**src/rtl/rtc_pkg.sv**
```systemverilog
package rtc_pkg;

   // word index taken from byte address bits [4:2]
   typedef enum logic [2:0] {
      RI_COUNT  = 3'd0,
      RI_CMP    = 3'd1,
      RI_PRESET = 3'd2,
      RI_RUN    = 3'd3,
      RI_IEN    = 3'd4,
      RI_RAW    = 3'd5,
      RI_MSTAT  = 3'd6,
      RI_ACK    = 3'd7
   } rtc_reg_e;

   localparam int unsigned IDX_LSB = 2;
   localparam int unsigned IDX_MSB = 4;

endpackage

```
**src/rtl/rtc_tick_gen.sv**
```systemverilog
module rtc_tick_gen #(
   parameter bit          USE_EXT_TICK = 1'b1,
   parameter int unsigned PRESCALE_DIV = 50_000_000
) (
   input  logic clk,
   input  logic rst_n,
   input  logic tick_i,
   output logic tick_o
);

   localparam int unsigned PC_W = (PRESCALE_DIV <= 2) ? 1 : $clog2(PRESCALE_DIV);
   localparam logic [PC_W-1:0] PC_LAST = PC_W'(PRESCALE_DIV - 1);

   if (PRESCALE_DIV < 2) begin : g_bad_div
      $error("rtc_tick_gen: PRESCALE_DIV must be at least 2");
   end

   if (USE_EXT_TICK) begin : g_ext
      logic unused_ext;
      assign unused_ext = clk & rst_n;
      assign tick_o = tick_i;
   end else begin : g_pre
      logic [PC_W-1:0] pc_q;
      logic            unused_pin;
      assign unused_pin = tick_i;

      always_ff @(posedge clk or negedge rst_n) begin
         if (!rst_n) begin
            pc_q <= '0;
         end else if (pc_q == PC_LAST) begin
            pc_q <= '0;
         end else begin
            pc_q <= pc_q + 1'b1;
         end
      end

      assign tick_o = (pc_q == PC_LAST);
   end

endmodule

```
**src/rtl/rtc_counter.sv**
```systemverilog
module rtc_counter #(
   parameter int unsigned DATA_W = 32
) (
   input  logic              clk,
   input  logic              rst_n,
   input  logic              tick,
   input  logic              run,
   input  logic              preset_wr,
   input  logic [DATA_W-1:0] preset_val,
   input  logic [DATA_W-1:0] cmp_val,
   output logic [DATA_W-1:0] cnt_q,
   output logic              hit
);

   logic              step;
   logic [DATA_W-1:0] cnt_inc;

   assign step    = tick & run & ~preset_wr;
   assign cnt_inc = cnt_q + 1'b1;

   always_ff @(posedge clk or negedge rst_n) begin
      if (!rst_n) begin
         cnt_q <= '0;
      end else if (preset_wr) begin
         cnt_q <= preset_val;
      end else if (step) begin
         cnt_q <= cnt_inc;
      end
   end

   // compare event: the count is about to step onto the compare value
   assign hit = step & (cnt_inc == cmp_val);

endmodule

```
**src/rtl/rtc_irq_flag.sv**
```systemverilog
module rtc_irq_flag (
   input  logic clk,
   input  logic rst_n,
   input  logic hit,
   input  logic ack_wr,
   input  logic ien,
   output logic raw_q,
   output logic mstat,
   output logic irq
);

   always_ff @(posedge clk or negedge rst_n) begin
      if (!rst_n) begin
         raw_q <= 1'b0;
      end else if (hit) begin
         raw_q <= 1'b1;
      end else if (ack_wr) begin
         raw_q <= 1'b0;
      end
   end

   assign mstat = raw_q & ien;
   assign irq   = mstat;

endmodule

```
**src/rtl/rtc_regs.sv**
```systemverilog
module rtc_regs
   import rtc_pkg::*;
#(
   parameter int unsigned DATA_W = 32,
   parameter int unsigned ADDR_W = 5
) (
   input  logic              clk,
   input  logic              rst_n,
   input  logic [ADDR_W-1:0] bus_addr,
   input  logic              bus_we,
   input  logic [DATA_W-1:0] bus_wdata,
   input  logic [DATA_W-1:0] cnt,
   input  logic              raw,
   input  logic              mstat,
   output logic [DATA_W-1:0] bus_rdata,
   output logic [DATA_W-1:0] cmp_q,
   output logic [DATA_W-1:0] preset_q,
   output logic              run_q,
   output logic              ien_q,
   output logic              preset_wr,
   output logic              ack_wr
);

   localparam logic [DATA_W-1:0] ZERO = '0;

   rtc_reg_e idx;
   logic     in_range;
   logic     wr;
   logic     unused_lo;

   assign idx       = rtc_reg_e'(bus_addr[IDX_MSB:IDX_LSB]);
   assign unused_lo = ^bus_addr[IDX_LSB-1:0];

   if (ADDR_W > IDX_MSB + 1) begin : g_hi
      assign in_range = (bus_addr[ADDR_W-1:IDX_MSB+1] == '0);
   end else begin : g_nohi
      assign in_range = 1'b1;
   end

   assign wr        = bus_we & in_range;
   assign preset_wr = wr & (idx == RI_PRESET);
   assign ack_wr    = wr & (idx == RI_ACK) & bus_wdata[0];

   always_ff @(posedge clk or negedge rst_n) begin
      if (!rst_n) begin
         cmp_q    <= '0;
         preset_q <= '0;
         run_q    <= 1'b1;
         ien_q    <= 1'b0;
      end else if (wr) begin
         case (idx)
            RI_CMP:    cmp_q    <= bus_wdata;
            RI_PRESET: preset_q <= bus_wdata;
            RI_RUN:    run_q    <= bus_wdata[0];
            RI_IEN:    ien_q    <= bus_wdata[0];
            default: ;
         endcase
      end
   end

   always_comb begin
      bus_rdata = ZERO;
      if (in_range) begin
         case (idx)
            RI_COUNT:  bus_rdata = cnt;
            RI_CMP:    bus_rdata = cmp_q;
            RI_PRESET: bus_rdata = preset_q;
            RI_RUN:    bus_rdata = {ZERO[DATA_W-1:1], run_q};
            RI_IEN:    bus_rdata = {ZERO[DATA_W-1:1], ien_q};
            RI_RAW:    bus_rdata = {ZERO[DATA_W-1:1], raw};
            RI_MSTAT:  bus_rdata = {ZERO[DATA_W-1:1], mstat};
            default:   bus_rdata = ZERO;
         endcase
      end
   end

endmodule

```
**src/rtl/sec_rtc.sv**
```systemverilog
module sec_rtc #(
   parameter int unsigned DATA_W       = 32,
   parameter int unsigned ADDR_W       = 5,
   parameter bit          USE_EXT_TICK = 1'b1,
   parameter int unsigned PRESCALE_DIV = 50_000_000
) (
   input  logic              clk,
   input  logic              rst_n,
   input  logic [ADDR_W-1:0] bus_addr,
   input  logic              bus_we,
   input  logic [DATA_W-1:0] bus_wdata,
   output logic [DATA_W-1:0] bus_rdata,
   input  logic              tick_in,
   output logic              irq
);

   if (DATA_W < 8) begin : g_bad_w
      $error("sec_rtc: DATA_W must be at least 8");
   end
   if (ADDR_W < 5) begin : g_bad_a
      $error("sec_rtc: ADDR_W must cover eight word registers");
   end

   logic              tick;
   logic              hit;
   logic [DATA_W-1:0] cnt_q;
   logic [DATA_W-1:0] cmp_q;
   logic [DATA_W-1:0] preset_q;
   logic              run_q;
   logic              ien_q;
   logic              preset_wr;
   logic              ack_wr;
   logic              raw_q;
   logic              mstat;

   rtc_tick_gen #(
      .USE_EXT_TICK (USE_EXT_TICK),
      .PRESCALE_DIV (PRESCALE_DIV)
   ) u_tick (
      .clk    (clk),
      .rst_n  (rst_n),
      .tick_i (tick_in),
      .tick_o (tick)
   );

   rtc_regs #(
      .DATA_W (DATA_W),
      .ADDR_W (ADDR_W)
   ) u_regs (
      .clk       (clk),
      .rst_n     (rst_n),
      .bus_addr  (bus_addr),
      .bus_we    (bus_we),
      .bus_wdata (bus_wdata),
      .cnt       (cnt_q),
      .raw       (raw_q),
      .mstat     (mstat),
      .bus_rdata (bus_rdata),
      .cmp_q     (cmp_q),
      .preset_q  (preset_q),
      .run_q     (run_q),
      .ien_q     (ien_q),
      .preset_wr (preset_wr),
      .ack_wr    (ack_wr)
   );

   rtc_counter #(
      .DATA_W (DATA_W)
   ) u_cnt (
      .clk        (clk),
      .rst_n      (rst_n),
      .tick       (tick),
      .run        (run_q),
      .preset_wr  (preset_wr),
      .preset_val (bus_wdata),
      .cmp_val    (cmp_q),
      .cnt_q      (cnt_q),
      .hit        (hit)
   );

   rtc_irq_flag u_flag (
      .clk    (clk),
      .rst_n  (rst_n),
      .hit    (hit),
      .ack_wr (ack_wr),
      .ien    (ien_q),
      .raw_q  (raw_q),
      .mstat  (mstat),
      .irq    (irq)
   );

endmodule

```
**config.mk**
```make
export PLATFORM = sky130hd
export DESIGN_NAME = sec_rtc
export DESIGN_NICKNAME = d
export VERILOG_FILES = /design/src/rtl/rtc_pkg.sv /design/src/rtl/rtc_tick_gen.sv /design/src/rtl/rtc_counter.sv /design/src/rtl/rtc_irq_flag.sv /design/src/rtl/rtc_regs.sv /design/src/rtl/sec_rtc.sv
export SDC_FILE = /design/constraint.sdc
export NUM_CORES = 1
export LEC_CHECK = 0
export BUFFER_PORTS_ARGS = -buffer_cell sky130_fd_sc_hd__buf_2
export CORE_UTILIZATION = 55
export CTS_CLUSTER_DIAMETER = 60
export DETAILED_ROUTE_END_ITERATION = 8
export PLACE_DENSITY = 0.76
export SLEW_MARGIN = 20
export SYNTH_ARGS = -nofsm -noshare
export SYNTH_HDL_FRONTEND = slang
export SYNTH_SLANG_ARGS = --single-unit
```
**constraint.sdc**
```tcl
create_clock -name clk -period 2.7 [get_ports clk]
set_input_delay 0.405 -clock clk [delete_from_list [all_inputs] [get_ports clk]]
set_output_delay 0.405 -clock clk [all_outputs]
set_load 0.02 [all_outputs]
```
==> results by group <==
Route
  • Iteration count of the initial detailed-routing pass: 6
  • Detailed-route wire length per cell: 16.6 um
  • Routed wire length: 14700 um
  • Antenna Nets Post-Route: 0
  • Vias per inst: 5.79
  • DRT iter0 DRCs: 326
  • DR vias: just over 5000
  • Drc violations: 0

Clocking
  • Source-to-sink clock delay at the later pin of the worst-skew pair: 390 ps
  • Clock net sink count: 99
  • Deepest clock path buffer count: 2
  • TritonCTS buffer count: 9
  • Root buf cell: sky130_fd_sc_hd__clkbuf_8
  • TritonCTS clock tree: done
  • CTS H-tree lvls: 3
  • CTS clk-pin slew, worst paths: about 100 ps

Hold path
  • Worst Hold Class: in2reg

Final layout
  • Commonest cells after routing, fill and taps aside: sky130_fd_sc_hd__nand2_1, sky130_fd_sc_hd__dfrtp_1, sky130_fd_sc_hd__nor2_1
  • Fillers: 893
  • Multi-input logic area: between 3000 and 4000 sq um
  • Antenna fix cells: 0
  • Sequential cell area: 2480 sq um
  • Area added between synthesis and finish: 13.4%
  • Net total in the final layout: 787
  • Ratio of cells with drive above 1 in the final layout: 0.220
  • Most common library cell in the layout ignoring fill and taps: sky130_fd_sc_hd__nand2_1

Synth
  • Register area share after synthesis: 0.414
  • Unique masters post-synth: 47
  • Netlist area before placement: roughly 6000 sq um
  • Count of yosys warnings during synthesis: 0
  • Post-Syn Area per Cell: 8.75 sq um
  • Number of synthesized register bits: 99
  • Number of standard cells after synthesis: 684
  • Post-synthesis net count: 726

STA
  • Slew HR: 0.560
  • Minimum clock period after layout: 2520 ps
  • Least-Margin Pin Slew: 655 ps
  • Maximum achievable frequency: 0.396 GHz
  • Number of failing setup endpoints in the final timing report: 0
  • Unrepaired setup endpoints after global routing: false
  • Pins over their slew limit: 0
  • Period utilization: 0.934
  • Maximum clock skew at final layout: about 9.4 ps
  • Count of final hold-check violations: 0
  • Final sum of negative setup slack: 0 ps

Global route
  • Overflow left after global routing: 0
  • Global routing usage summed across all routing layers: 0.282
  • First-pass GRT wire length: about 25000 um
  • Initial antenna violation count: 0
  • Via count of the first global-routing pass: ~5000
  • Pin count of the biggest net entering global routing: 53

Run
  • Max Cap Violations: 0

Die
  • Top Ports: 74
  • Area of the die: about 11000 sq um
  • Placeable core region: between 10000 and 15000 sq um
  • Num rows: 37
  • Initial Utilization: 0.574
  • Width of the chip: 106 um
  • Die Y: 106 um

Setup path
  • Startpoint kind of the worst setup timing path: flip-flop
  • Critical Path RT: 2990 ps
  • Crit path max fanout: 7
  • Worst Setup End Kind: flip-flop
  • WP data arrival: 2820 ps
  • CP Class: reg2reg

Pwr
  • Maximum vdd drop: approximately 450 uV
  • PnR Total Power: 4.69 mW
  • Cell leakage power: approximately 3 nW
  • Cell Pwr Density: around 700 nW/um^2

Place
  • Buffers on Ports: between 70 and 80
  • RePlAce Congestion: 0.914
  • Estimated wirelength of the detail-placed design: 10500 um

Status
  • Status: complete, no violations
## report_power, final
part	internal, mW	leakage (nW)	total (mW)	switching (mW)
clock network	0.505	0.102	1.02	0.515
registers	1.81	1.22	2.18	0.374
logic	0.712	1.74	1.50	0.784
## sequential cells by signal, summed over array words and instances (netlist names)
| signal | cells |
|---|---|
| u_regs.cmp_q | 32 |
| u_regs.run_q | 1 |
| u_flag.raw_q | 1 |
| u_cnt.cnt_q | 32 |
| u_regs.preset_q | 32 |
| u_regs.ien_q | 1 |
## cell type report
| type | count | area share |
|---|---|---|
| clock inverters | 3 | 0.00664 |
| multi-input cells | 530 | 0.487 |
| well taps | 136 | 0.0251 |
| flip-flops and latches | 99 | 0.366 |
| clock buffers | 13 | 0.0249 |
| repair buffers | 101 | 0.0882 |
| inverters | 4 | 0.00221 |
## cell usage after synthesis (all sizes together)
cell type / instances / area (sq um)
xor2: 27 / 236
xnor2: 52 / 455
clkbuf: 34 / 129
nor3: 9 / 45.0
mux4: 1 / 22.5
or2: 2 / 12.5
and2: 3 / 18.8
a21boi: 1 / 7.51
nor4bb: 1 / 10.0
inv: 4 / 15.0
buf: 17 / 73.8
o211ai: 1 / 7.51
nor2: 83 / 312
a31oi: 3 / 18.8
o21ai: 36 / 180
o31ai: 3 / 22.5
nand2: 124 / 465
or3: 1 / 6.26
nand4b: 1 / 8.76
nor4: 11 / 87.6
a21oi: 36 / 180
o2111ai: 1 / 8.76
nand2b: 3 / 18.8
o21a: 1 / 7.51
dfstp: 1 / 26.3
nand4bb: 1 / 11.3
or4: 3 / 22.5
nand3b: 4 / 30.0
and4: 3 / 26.3
and3b: 1 / 8.76
nor2b: 1 / 6.26
o31a: 1 / 8.76
nand4: 14 / 103
a2111oi: 1 / 8.76
nand3: 19 / 95.1
mux2: 34 / 383
dfrtp: 98 / 2450
and4bb: 1 / 12.5
and3: 8 / 50.1
mux2i: 36 / 360
o21bai: 1 / 7.51
ha: 1 / 12.5
a311oi: 1 / 8.76
## per-layer routing
metal | track usage | vias up | part of all wire
met3 | 0.0533 | 34 | 0.058
met2 | 0.480 | 180 | 0.49
met1 | 0.360 | 2466 | 0.42
met4 | 0.0972 | 0 | 0.025
met5 | 0 | - | 0
li1 | - | 2449 | -
## kinds of logic after synthesis
kind of cell,synth area share
and+or+nand+nor,0.226
DFF,0.414
AOI/OAI and AO/OA,0.0780
buffers and inverters,0.0364
muxes,0.128
adders and majority gates,0.00209
xor gates and xnor gates,0.116
## path summary, 6_finish.rpt
path	cells past startpoint	from	to	slack, ps
hold reg to reg	2	u_regs.preset_q[20]	u_regs.preset_q[20]	480
setup reg to reg	8	u_cnt.cnt_q[0]	u_flag.raw_q	180
max in group asynchronous	3	rst_n	u_regs.preset_q[17]	1590
min in group asynchronous	2	rst_n	u_regs.cmp_q[3]	440
hold / removal	3	bus_wdata[13]	u_regs.preset_q[13]	230
setup / recovery	8	u_cnt.cnt_q[0]	u_flag.raw_q	180
## per-stage QoR
step                      worst slack (ps)  hold slack (ps)  area, sq um   util  instances
after floorplan                        366              109         5980      -        684
after global placement                 151              308         6540  0.628        868
after detailed placement               129              312         6540  0.628        868
after CTS                              115              217         6760  0.649        885
after global routing                  2.24              254         6780  0.651        886
final                                  177              229         6780  0.651        886
## worst max-delay path: stages, from the launching register on
cell	delay, ps
sky130_fd_sc_hd__dfrtp_2	450
sky130_fd_sc_hd__nand4_1	170
sky130_fd_sc_hd__or3_1	520
sky130_fd_sc_hd__buf_4	210
sky130_fd_sc_hd__nor4_2	330
sky130_fd_sc_hd__xnor2_1	130
sky130_fd_sc_hd__nor3_1	240
sky130_fd_sc_hd__nand4_1	130
sky130_fd_sc_hd__o31ai_1	260
## repair_timing
action | CTS | global route
endpoints found under the hold margin | 18 | 0
resized for setup | 0 | 5
buffers inserted | 0 | 1
hold buffers | 1 | 0
endpoints found under the setup margin | 0 | 3
No activity file was read; power rests on OpenSTA's default activity.
